`src/rtl/regbuf_pkg.sv`:
```
package regbuf_pkg;

  typedef enum logic [1:0] {
    MAP_WIDE             = 2'd0,
    MAP_SPLIT_LINEAR     = 2'd1,
    MAP_SPLIT_INTERLEAVE = 2'd2
  } map_mode_e;

  function automatic int max_int(input int a, input int b);
    return (a > b) ? a : b;
  endfunction

endpackage

```
`src/rtl/regbuf_strap_decode.sv`:
```
module regbuf_strap_decode
  import regbuf_pkg::*;
(
  input  logic      fanout_i,
  input  logic      swizzle_i,
  output map_mode_e mode_o
);

  always_comb begin
    if (!fanout_i)      mode_o = MAP_WIDE;
    else if (swizzle_i) mode_o = MAP_SPLIT_INTERLEAVE;
    else                mode_o = MAP_SPLIT_LINEAR;
  end

endmodule

```
`src/rtl/regbuf_fanout_map.sv`:
```
module regbuf_fanout_map
  import regbuf_pkg::*;
#(
  parameter int WIDE_BITS   = 25,
  parameter int NARROW_BITS = 14,
  parameter int OUT_BITS    = max_int(WIDE_BITS, 2 * NARROW_BITS)
) (
  input  map_mode_e             mode_i,
  input  logic [WIDE_BITS-1:0]  data_i,
  output logic [OUT_BITS-1:0]   mapped_o
);

  localparam int SPLIT_SPAN = 2 * NARROW_BITS;

  for (genvar o = 0; o < OUT_BITS; o++) begin : g_slot
    logic wide_bit;
    logic linear_bit;
    logic interleave_bit;

    // One-to-one path; slots above the input width stay low.
    if (o < WIDE_BITS) begin : g_wide
      assign wide_bit = data_i[o];
    end else begin : g_wide_pad
      assign wide_bit = 1'b0;
    end

    // Linear doubling: the word, then the same word again.
    if (o < NARROW_BITS) begin : g_lin_lo
      assign linear_bit = data_i[o];
    end else if (o < SPLIT_SPAN) begin : g_lin_hi
      assign linear_bit = data_i[o - NARROW_BITS];
    end else begin : g_lin_pad
      assign linear_bit = 1'b0;
    end

    // Interleaved doubling: each bit drives an adjacent pair.
    if (o < SPLIT_SPAN) begin : g_ilv
      assign interleave_bit = data_i[o / 2];
    end else begin : g_ilv_pad
      assign interleave_bit = 1'b0;
    end

    assign mapped_o[o] = (mode_i == MAP_WIDE)         ? wide_bit   :
                         (mode_i == MAP_SPLIT_LINEAR) ? linear_bit :
                                                        interleave_bit;
  end

endmodule

```
`src/rtl/regbuf_capture_gate.sv`:
```
module regbuf_capture_gate (
  input  logic sel_a_n_i,
  input  logic sel_b_n_i,
  output logic load_en_o
);

  // A capture is allowed when at least one select is active (low).
  always_comb load_en_o = ~(sel_a_n_i & sel_b_n_i);

endmodule

```
`src/rtl/regbuf_top.sv`:
```
module regbuf_top
  import regbuf_pkg::*;
#(
  parameter int WIDE_BITS   = 25,
  parameter int NARROW_BITS = 14,
  parameter int OUT_BITS    = max_int(WIDE_BITS, 2 * NARROW_BITS)
) (
  input  logic                 clk,
  input  logic                 rst_n,
  input  logic                 cfg_fanout,
  input  logic                 cfg_swizzle,
  input  logic                 cs_dimm_n,
  input  logic                 cs_rank_n,
  input  logic [WIDE_BITS-1:0] d_in,
  output logic [OUT_BITS-1:0]  q_out
);

  localparam int SPLIT_SPAN = 2 * NARROW_BITS;

  function automatic logic [OUT_BITS-1:0] even_pair_mask();
    logic [OUT_BITS-1:0] m;
    m = '0;
    for (int k = 0; k < SPLIT_SPAN; k += 2) m[k] = 1'b1;
    return m;
  endfunction

  localparam logic [OUT_BITS-1:0] EVEN_MASK = even_pair_mask();

  map_mode_e           mode;
  logic [OUT_BITS-1:0] mapped;
  logic                load_en;
  logic [OUT_BITS-1:0] q_reg;

  regbuf_strap_decode i_strap (
    .fanout_i  (cfg_fanout),
    .swizzle_i (cfg_swizzle),
    .mode_o    (mode)
  );

  regbuf_fanout_map #(
    .WIDE_BITS   (WIDE_BITS),
    .NARROW_BITS (NARROW_BITS),
    .OUT_BITS    (OUT_BITS)
  ) i_map (
    .mode_i   (mode),
    .data_i   (d_in),
    .mapped_o (mapped)
  );

  regbuf_capture_gate i_gate (
    .sel_a_n_i (cs_dimm_n),
    .sel_b_n_i (cs_rank_n),
    .load_en_o (load_en)
  );

  always_ff @(posedge clk or negedge rst_n) begin
    if (!rst_n)       q_reg <= '0;
    else if (load_en) q_reg <= mapped;
  end

  assign q_out = q_reg;

  AST_HOLD_WHEN_DESELECTED: assert property (@(posedge clk) disable iff (!rst_n)
    (cs_dimm_n && cs_rank_n) |=> $stable(q_out));

  AST_WIDE_PASSTHROUGH: assert property (@(posedge clk) disable iff (!rst_n)
    (!cfg_fanout && !(cs_dimm_n && cs_rank_n)) |=> (q_out == OUT_BITS'($past(d_in))));

  AST_SPARE_LOW: assert property (@(posedge clk) disable iff (!rst_n)
    !cfg_fanout |-> (q_out[OUT_BITS-1:WIDE_BITS] == '0));

  AST_LINEAR_MIRROR: assert property (@(posedge clk) disable iff (!rst_n)
    (cfg_fanout && !cfg_swizzle) |->
      (q_out[NARROW_BITS-1:0] == q_out[SPLIT_SPAN-1:NARROW_BITS]));

  AST_INTERLEAVE_PAIRS: assert property (@(posedge clk) disable iff (!rst_n)
    (cfg_fanout && cfg_swizzle) |-> (((q_out ^ (q_out >> 1)) & EVEN_MASK) == '0));

endmodule

```
`config.mk`:
```
export PLATFORM = sky130hd
export DESIGN_NAME = regbuf_top
export DESIGN_NICKNAME = d
export VERILOG_FILES = /design/src/rtl/regbuf_pkg.sv /design/src/rtl/regbuf_strap_decode.sv /design/src/rtl/regbuf_fanout_map.sv /design/src/rtl/regbuf_capture_gate.sv /design/src/rtl/regbuf_top.sv
export SDC_FILE = /design/constraint.sdc
export NUM_CORES = 1
export LEC_CHECK = 0
export BUFFER_PORTS_ARGS = -buffer_cell sky130_fd_sc_hd__buf_2
export CAP_MARGIN = 40
export CORE_ASPECT_RATIO = 1.5
export CORE_MARGIN = 3
export CORE_UTILIZATION = 45
export DETAILED_ROUTE_END_ITERATION = 6
export GPL_ROUTABILITY_DRIVEN = 0
export HOLD_SLACK_MARGIN = 0.15
export PLACE_DENSITY = 0.76
export SLEW_MARGIN = 20
export SYNTH_ARGS = -nofsm -noshare
export SYNTH_HDL_FRONTEND = slang
export SYNTH_SLANG_ARGS = --single-unit
```
`constraint.sdc`:
```
create_clock -name clk -period 1.8 [get_ports clk]
set_clock_uncertainty 0.1 [all_clocks]
set_input_delay 0 -clock clk [delete_from_list [all_inputs] [get_ports clk]]
set_output_delay 0 -clock clk [all_outputs]
set_load 0.02 [all_outputs]
```
# == After elaboration in Yosys (flattened, before gate mapping) ==
# Cells that the tools add are included.
# word_totals
wordCells,59
in_bits,31
reg_bits,28
out_inout_bits,28
# classes
muxes,55
n_eq_ne,1
n_bitwise,1
reduce_logical,1
# ops
op,n
1-bit 2-to-1 mux,53
2-bit 2-to-1 mux,2
"2-bit by 1-bit equality test with 1-bit output, second input constant",1
2-bit zero test,1
1-bit bitwise AND,1

# == Depth between registers and ports, before layout ==
# Gate-level depths: netlist (run 1).
# depth
ltp_word,5
ltp_mapped,5
mapped_depth_nobuf,3

# == By module ==
# Synthesis (run 1) repeated with hierarchy kept, for this count alone.
# hier_totals
cells_unflattened,130
area_unflattened_um2,1616.6
# by_module_without_submodules
mod,area_each_um2,seq_area_each_um2,cells_per_inst,instances
regbuf_top,1142.3,700.7,59,1
regbuf_fanout_map,454.2,0.0,68,1
regbuf_strap_decode,16.3,0.0,2,1
regbuf_capture_gate,3.8,0.0,1,1

# == Worst setup path after synthesis (run 1) ==
# No wires, ideal clock.
# synth_timing
kind,flip-flop to flip-flop
from,"reg, netlist name q_out[24]"
to,"reg q_reg[24], in the netlist q_out[24]"
setup_ps,118
required_ps,1582
period_less_slack_ps,820
path_buffers,0
stages_incl_launch_ff,2
arrival_ps,602
setup_slack_ps,980
cell_sequence,dfrtp_1 a21o_1
# synth_lines
element,line,source
end signal: assignment,regbuf_top.sv:58,else if (load_en) q_reg <= mapped;
end: declaration,regbuf_top.sv:32,logic [OUT_BITS-1:0] q_reg;

# == Final worst setup path (run 1) ==
# layout_timing
from,in cfg_fanout
to,"reg q_reg[8], in the netlist q_out[8]"
# layout_via
elab_chain_cells,4
word_cells_on_any_way,5
classes_between,eq/ne (1); mux (3); reduce/logical (1)
# layout_lines
element,line,source
start: declaration,regbuf_top.sv:10,"input logic cfg_fanout,"
2-bit 2-to-1 mux *,regbuf_strap_decode.sv:10,if (!fanout_i) mode_o = MAP_WIDE;
2-bit by 1-bit equality test with 1-bit output,-,
1-bit 2-to-1 mux,regbuf_fanout_map.sv:44,(mode_i == MAP_SPLIT_LINEAR) ? linear_bit :
1-bit 2-to-1 mux *,regbuf_fanout_map.sv:43,assign mapped_o[o] = (mode_i == MAP_WIDE) ? wide_bit :
# Every way passes the cells marked *; elsewhere a longest branch is shown, timed or not.
# A chain may end at the register's enable or synchronous reset.

==> flow_summary.ini, run 1 <==
[detailed_routing]
drt_iter0_markers = 56
drc = 2
vias = 1528
first_pass_iters = 7
avgViaCountPerCell = 5.380
ant_nets = 0
finalWirelength_mm = 4.332
routedWlPerCell_um = 15.25

[global_route]
antenna_found_initial = 0
grt_max_degree = 36
grt_pass1_wl_mm = 6.969
grt_overflow = 0
first_global_vias = 1548
grt_usage_pct = 24.02

[final_layout]
nets = 277
multiInputGateArea_um2 = 613.1
area_delta_synth_final_pct = 52.82
final_common_cell = buf_2
largest_reg_flops = 28
n_antenna_cell = 0
n_fill_cell = 238
fin_area_um2 = 2136
drive_gt1_share_pct = 28.98
regArea_um2 = 700.7
fin_util_pct = 72.58
most-common-layout-cells = buf_2, dlygate4sd3_1, dfrtp_1

[placed_design]
io_buffers = 58
placed_area_um2 = 1660
hpwl_mm = 2.617

[synth]
ys_top_cells_by_area = dfrtp_1, nand2_1, a21oi_1
yosysWarnings = 0
yosysTopAreaCellShare_pct = 50.13
synth_nets = 183
synth_cell_types = 19
synth_xor_area_share_pct = 0
synth_fa_ha_area_share_pct = 0
synth-compound-area-share_pct = 17.73
synth_area_um2 = 1398
avgSynthCellArea_um2 = 9.195
synth_top_family_by_area = simple AND/OR/NAND/NOR gates
seq_area_frac_synth_pct = 50.13
synth-seq-cells = 28
syn_inst = 152
yosys.area_share.simple_pct = 23.99
muxShareOfSynthArea_pct = 2.149
yosysTopAreaCell = dfrtp_1

[job]
max_cap_violations = 0

[sta]
finalHoldViolCount = 0
fin_crit_sh_pct = 87.23
finalCriticalPeriod_ns = 1.570
tightest_slew_ns = 0.6272
relSlewSlack_pct = 58.19
fmax_ghz = 0.6369
maxSlewViolCount = 0
fin_tns_setup_ns = 0
setup_viol = 0
rsz0062_at_grt = false

[worst_setup_path]
crit_buf_inv = 2
cpPeakStageDelay_ns = 0.58
arrival_ns = 1.62
cp_top_family = buffers and inverters
critPathRequiredTime_ns = 1.85
critPathKind = in -> reg
endpoint_kind = flop
crit_chain = buf_2, nand2_1, a21oi_1, dlygate4sd3_1, o21ai_1
start_kind = input port
slowest_stage = dlygate4sd3_1
path_max_fanout = 32

[power]
cellLeakagePower_nw = 1.009
ir_worst_vdd_v = 0.0005566
finalPower_mw = 1.580
power_density_nw_per_um2 = 739.6

[floorplan]
dieArea_um2 = 3824
coreArea_um2 = 2943
start_util_pct = 47.49
rows = 24
die_y_um = 74.26
io_pins = 59
die_x_um = 51.50

[run_status]
violations = design-rule violations
status = complete, but fails checks

[clock_network]
cts_buffers = 3
cts_tree = yes
cts_setup_buffers = 0
clkSinkCount = 28
clock-root-buffer = clkbuf_8
htreeDepth = 1
insertion_delay_ns = 0.27
cts.clk_slew.worst_paths_ns = 0.09
clockBufferDepth = 2

[hold_path]
hold_class = in -> reg
[cell usage after synthesis, drive strengths merged]
cell,number
a21o,1
a31oi,11
nand2b,10
nor2,12
nand2,24
nand3,1
a211oi,1
nand3b,10
buf,12
a21oi,17
dfrtp,28
o21ai,14
and2,2
mux2i,3
and3,6
[power by group]
group | switching (mW) | total [mW] | internal, mW
combinational | 0.254 | 0.463 | 0.209
sequential | 0.0339 | 0.728 | 0.694
clock | 0.192 | 0.388 | 0.196
total | 0.481 | 1.58 | 1.10
[worst min-delay path, cell delays in order]
cell and delay (ns):
buf_2 0.25, nand2_1 0.15, o21ai_1 0.08
[worst paths after layout]
kind,startpoint,endpoint,depth (start not counted),slack [ns]
setup / recovery,cfg_fanout,q_out[8]$_DFFE_PN0N_,5,0.23
hold / removal,cfg_fanout,q_out[25]$_DFFE_PN0N_,3,0.16
setup reg to reg,q_out[22]$_DFFE_PN0N_,q_out[22]$_DFFE_PN0N_,3,0.39
hold reg to reg,q_out[0]$_DFFE_PN0N_,q_out[0]$_DFFE_PN0N_,2,0.37
max in group asynchronous,rst_n,q_out[4]$_DFFE_PN0N_,2,1.02
min in group asynchronous,rst_n,q_out[27]$_DFFE_PN0N_,2,0.17
[layer usage]
layer,global-route usage (%),part of all wire [%],up-vias
li1,-,-,713
met3,3.006,6.6,19
met5,0,0,-
met2,43.34,53,80
met4,11.37,3.3,0
met1,27.79,37,716
[per-stage QoR]
step	worst slack [ns]	hold slack (ns)	std cells
finish	0.2299	0.1569	284
global route	0.1108	0.1848	284
CTS	0.2919	0.1572	284
detailed placement	0.4925	-0.04798	238
global placement	0.5351	-0.06123	238
floorplan	0.9798	-0.3956	152
[final cells by class]
class / count / area share, %
timing repair buffer: 101 / 33.63
sequential: 28 / 32.81
multi-input combinational: 112 / 28.71
clock buffer: 4 / 2.578
tap: 39 / 2.285
[cell families (layout without fill, tap and decap cells)]
group | count (synthesis) | in the layout
compound gates | 44 | 44
simple gates | 65 | 65
flops | 28 | 28
buf+inv | 12 | 105
mux | 3 | 3
[timing repair]
item,4_1_cts,5_1_grt
endpoints found under the hold margin,56,0
hold buffers,42,0
gates resized for setup,0,0
setup endpoints to repair,0,0
No activity file was read; power rests on OpenSTA's default activity.
==> inputs of run 2 (changes only) <==
--- a/config.mk
+++ b/config.mk
@@ -5,6 +5,7 @@
 export SDC_FILE = /design/constraint.sdc
 export NUM_CORES = 1
 export LEC_CHECK = 0
+export ABC_AREA = 1
 export BUFFER_PORTS_ARGS = -buffer_cell sky130_fd_sc_hd__buf_2
 export CAP_MARGIN = 40
 export CORE_ASPECT_RATIO = 1.5
@@ -13,7 +14,7 @@
 export DETAILED_ROUTE_END_ITERATION = 6
 export GPL_ROUTABILITY_DRIVEN = 0
 export HOLD_SLACK_MARGIN = 0.15
-export PLACE_DENSITY = 0.76
+export PLACE_DENSITY = 0.75
 export SLEW_MARGIN = 20
 export SYNTH_ARGS = -nofsm -noshare
 export SYNTH_HDL_FRONTEND = slang
==> flow_summary.ini, run 2 <==
[power]
clkPwrFrac_pct = 21.3
power_density_nw_per_um2 = 685.4
combPwrFrac_pct = 30.8
p_sw_mw = 0.4820
finalPower_mw = 1.525
cellLeakagePower_nw = 1.277
p_sw_share_pct = 31.61
ir_worst_vdd_v = 0.0005448
p_int_mw = 1.043
seq_power_share_pct = 47.8

[clock_network]
cts_tree = yes
htreeDepth = 1
cts.clk_slew.worst_paths_ns = 0.09
clock-root-buffer = clkbuf_8
clockBufferDepth = 2
clkSinkCount = 28
cts_buffers = 3
insertion_delay_ns = 0.26

[synth]
ys.flop_type = dfrtp_1
async_flop_share_pct = 100.0
synth.most_common_cell = nand2_1
synth_area_um2 = 1451
avgSynthCellArea_um2 = 6.846
synth_nets = 243
yosysTopAreaCell = dfrtp_1
synth_common_cells = nand2_1, nor2_1, dfrtp_1
syn_inst = 212
synth_cell_types = 12
yosysWarnings = 0
synth-edff-count = 0
ys_top_cells_by_area = dfrtp_1, nand2_1, nor2_1
seq_area_frac_synth_pct = 48.28
yosysTopAreaCellShare_pct = 48.28
synth-seq-cells = 28

[sta]
setup_viol = 0
holdWs_ns = 0.1718
fin_tns_setup_ns = 0
finalHoldViolCount = 0
rsz0062_at_grt = false
finalCriticalPeriod_ns = 1.671
maxSlewViolCount = 0
tightest_slew_ns = 0.6112
fmax_ghz = 0.5985
fin_crit_sh_pct = 92.83
relSlewSlack_pct = 59.25

[final_layout]
multiInputGateArea_um2 = 674.4
fin_util_pct = 74.08
final_common_cell = nand2_1
n_antenna_cell = 0
largest_reg_flops = 28
regArea_um2 = 700.7
nets = 340
n_fill_cell = 248
most-common-layout-cells = nand2_1, buf_2, dlygate4sd3_1
area_delta_synth_final_pct = 53.28
drive_gt1_share_pct = 21.82

[detailed_routing]
first_pass_iters = 4
finalWirelength_mm = 4.176
drc = 0
routedWlPerCell_um = 12.07
avgViaCountPerCell = 4.783
ant_nets = 0
vias = 1655
drt_iter0_markers = 48

[worst_setup_path]
start_kind = input port
cpPeakStageDelay_ns = 0.55
crit_chain = dlygate4sd3_1, buf_4, nand2_8, inv_2, nand2_1, nand2_1, dlygate4sd3_1, nand2_1, nand2_1
endpoint_kind = flop
path_max_fanout = 14
crit_top_cell = nand2_1
critPathRequiredTime_ns = 1.91
slowest_stage = dlygate4sd3_1
arrival_ns = 1.78
critPathKind = in -> reg

[job]
max_cap_violations = 0

[global_route]
grt_overflow = 0
grt_max_degree = 29
grtUsageMet1_pct = 26.08
grtUsageMet3_pct = 3.718
antenna_found_initial = 0
busiest_layer = met2
met2_usage_pct = 41.02
grt_pass1_wl_mm = 6.851
first_global_vias = 1682
grt_usage_pct = 22.87

[floorplan]
die_y_um = 75.56
start_util_pct = 48.33
dieArea_um2 = 3957
io_pins = 59
die_x_um = 52.37
rows = 24
coreArea_um2 = 3003

[hold_path]
hold_class = in -> async

[placed_design]
io_buffers = 58
hpwl_mm = 2.674

[run_status]
status = complete, no violations
==> run 2: cell types whose count changed after synthesis, sizes merged, moves of 2 or more <==
cell,before,now
nand2,24,111
nor2,12,33
nand3,1,20
a21oi,17,0
a31oi,11,0
o21ai,14,3
nand2b,10,0
nand3b,10,0
inv,0,7
and3,6,0
mux2i,3,0
and2,2,0
buf,12,10
==> run 2: what timing repair did <==
item | CTS | global route
hold buffers | 43 | 0
buffers inserted | 0 | 0
hold endpoints to repair | 56 | 0
resized for setup | 0 | 4
setup endpoints to repair | 0 | 7
==> run 2: worst paths after layout <==
kind,start,to,slack (ns),depth (start not counted)
max in group asynchronous,rst_n,q_out[19]$_DFFE_PN0N_,1.02,2
min in group clk,cs_rank_n,q_out[6]$_DFFE_PN0N_,0.20,4
setup reg to reg,q_out[18]$_DFFE_PN0N_,q_out[18]$_DFFE_PN0N_,0.98,2
setup / recovery,cfg_swizzle,q_out[7]$_DFFE_PN0N_,0.13,9
hold reg to reg,q_out[9]$_DFFE_PN0N_,q_out[9]$_DFFE_PN0N_,0.38,2
hold / removal,rst_n,q_out[17]$_DFFE_PN0N_,0.17,2
==> run 2: cell families (layout without fill, tap and decap cells) <==
kind of cell / Yosys count / after routing / share of synthesized area, %
AO/OA/AOI/OAI: 3 / 3 / 1.034
AND/OR/NAND/NOR: 164 / 164 / 44.83
buffers and inverters: 17 / 112 / 5.861
flip-flops: 28 / 28 / 48.28
==> run 2: through the flow <==
stage / instance area (um^2) / std cells / setup slack (ns)
2_1_floorplan: 1451 / 212 / 0.9909
3_3_place_gp: 1739 / 300 / 0.6600
3_5_place_dp: 1739 / 300 / 0.6469
4_1_cts: 2211 / 346 / 0.08304
5_1_grt: 2225 / 346 / 0.006972
6_report: 2225 / 346 / 0.1291
==> run 2: worst max-delay path: cells and delay by family <==
family | cells | cell delay (ns)
AND/OR/NAND/NOR | 5 | 0.35
buffers and inverters | 4 | 1.41
==> run 2: layout make-up <==
cell class | count | area share [%]
multi-input combinational | 167 | 30.32
sequential | 28 | 31.50
tap | 39 | 2.193
clock buffer | 3 | 1.856
inverter | 7 | 1.294
timing repair buffer | 102 | 32.85
==> run 2: metal layers <==
| layer | wire [um] | part of all wire, % |
|---|---|---|
| met4 | 99 | 2.4 |
| met5 | 0 | 0 |
| met1 | 1689 | 40 |
| met3 | 220 | 5.3 |
| met2 | 2166 | 52 |
==> run 2: power groups by stage <==
stage / Clock (mW) / Combinational, mW / Sequential (mW)
2_1_floorplan: 0 / 0.146 / 0.825
3_3_place_gp: 0 / 0.372 / 0.739
3_5_place_dp: 0 / 0.376 / 0.740
4_1_cts: 0.334 / 0.461 / 0.728
5_1_grt: 0.366 / 0.520 / 0.736
6_report: 0.325 / 0.470 / 0.730
==> inputs of run 3 (changes only) <==
--- a/config.mk
+++ b/config.mk
@@ -9,7 +9,7 @@
 export BUFFER_PORTS_ARGS = -buffer_cell sky130_fd_sc_hd__buf_2
 export CAP_MARGIN = 40
 export CORE_ASPECT_RATIO = 1.5
-export CORE_MARGIN = 3
+export CORE_MARGIN = 4
 export CORE_UTILIZATION = 45
 export DETAILED_ROUTE_END_ITERATION = 6
 export GPL_ROUTABILITY_DRIVEN = 0
==> flow_summary.ini, run 3 (same netlist as run 2, synthesis figures left out) <==
[hold_path]
hold_class = in -> async

[placed_design]
io_buffers = 58
hpwl_mm = 2.744
placed_area_um2 = 1740
dp.cells = 301

[clock_network]
clkSinkCount = 28
clock-root-buffer = clkbuf_8
clockBufferDepth = 2
cts_tree = yes
htreeDepth = 1
cts_buffers = 3
insertion_delay_ns = 0.27
cts.clk_slew.worst_paths_ns = 0.09

[floorplan]
die_x_um = 54.37
start_util_pct = 46.40
die_y_um = 77.56
dieArea_um2 = 4217
coreArea_um2 = 3128
rows = 25
io_pins = 59

[worst_setup_path]
arrival_ns = 1.80
cp-startpoint = cs_rank_n
reg2reg_to = q_out[18]$_DFFE_PN0N_
start_kind = input port
path_max_fanout = 16
timing.rr.start = q_out[18]$_DFFE_PN0N_
critPathRequiredTime_ns = 1.87
critPathKind = in -> reg
reg2regPathDepth = 2
rrSetupSlack_ns = 1.01
endpoint_kind = flop

[power]
p_int_mw = 1.061
p_sw_mw = 0.4965
p_sw_share_pct = 31.87
clkPwrFrac_pct = 21.5
combPwrFrac_pct = 31.8
seq_power_share_pct = 46.7
power_density_nw_per_um2 = 673.0
cellLeakagePower_nw = 1.323
ir_worst_vdd_v = 0.0004371

[sta]
fin_crit_sh_pct = 96.44
finalHoldViolCount = 0
fin_tns_setup_ns = 0
finalCriticalPeriod_ns = 1.736
fmax_ghz = 0.5761
tightest_slew_ns = 0.6189
rsz0062_at_grt = false
holdWs_ns = 0.1699
setup_viol = 0
relSlewSlack_pct = 58.74
maxSlewViolCount = 0

[final_layout]
nets = 348
multiInputGateArea_um2 = 670.6
most-common-layout-cells = nand2_1, buf_2, dlygate4sd3_1
largest_reg_flops = 28
fin_cells = 355
regArea_um2 = 700.7
final_common_cell = nand2_1
area_delta_synth_final_pct = 59.48
n_antenna_cell = 0
fin_area_um2 = 2315
fin_util_pct = 74.00
n_fill_cell = 272
drive_gt1_share_pct = 21.59

[detailed_routing]
finalWirelength_mm = 4.482
avgViaCountPerCell = 4.887
drc = 0
vias = 1735
ant_nets = 0
first_pass_iters = 4
routedWlPerCell_um = 12.63
drt_iter0_markers = 71

[global_route]
grt_pass1_wl_mm = 7.555
grt_overflow = 0
antenna_found_initial = 0
grt_max_degree = 29
grt_usage_pct = 23.66
first_global_vias = 1772

[run_status]
status = complete, no violations

[job]
max_cap_violations = 0
==> run 3: cell count changes in the layout (fill, tap and decap cells not counted), sizes merged <==
cell | before | now
dlymetal6s4s | 0 | 1
dlygate4sd3 | 43 | 49
clkbuf | 3 | 4
==> run 3: cell type report <==
cell class,instances,share of cell area (%)
Timing Repair Buffer,110,35.57
Clock buffer,3,1.784
Inverter,7,1.243
Tap cell,40,2.162
Sequential cell,28,30.27
Multi-Input combinational cell,167,28.97
==> run 3: how the worst max path moves through the flow <==
| stage | endpoint |
|---|---|
| after global routing | q_out[4]$_DFFE_PN0N_ |
| after floorplan | q_out[14]$_DFFE_PN0N_ |
| after detailed placement | q_out[20]$_DFFE_PN0N_ |
| final | q_out[23]$_DFFE_PN0N_ |
| after CTS | q_out[23]$_DFFE_PN0N_ |
| after global placement | q_out[20]$_DFFE_PN0N_ |
==> run 3: power by group through the flow <==
stage                     Sequential, mW  Combinational, mW  Clock (mW)
final                              0.728              0.495       0.335
after global routing               0.736              0.546       0.375
after CTS                          0.726              0.478       0.342
after detailed placement           0.738              0.377           0
after global placement             0.737              0.372           0
after floorplan                    0.825              0.146           0
==> run 3: worst max-delay path, stage by stage <==
cell	delay (ns)
dlygate4sd3_1	0.56
buf_2	0.15
nand2_4	0.09
buf_12	0.14
nand2_1	0.08
nor2_1	0.14
dlygate4sd3_1	0.58
nor2_1	0.05
==> run 3: repair_timing <==
| action | CTS | global route |
|---|---|---|
| endpoints found under the hold margin | 56 | 0 |
| hold buffers | 50 | 0 |
| gates resized for setup | 0 | 7 |
| setup endpoints to repair | 0 | 14 |
| setup buffers | 0 | 1 |
==> run 3: metrics by stage <==
step / power, mW / setup slack [ns]
floorplan: 0.9705 / 0.9909
global placement: 1.109 / 0.6524
detailed placement: 1.115 / 0.6515
CTS: 1.546 / 0.02007
global route: 1.656 / 0.005673
finish: 1.558 / 0.06408
==> run 3: routing by layer <==
metal  global-route usage, %  up-vias  wire (um)  part of all wire [%]
met1                   28.13      798       1755                    39
met4                   7.980        0         91                   2.0
met3                   3.455       14        226                   5.0
met2                   41.37       68       2409                    54
li1                        -      855          -                     -
met5                       0        -          0                     0
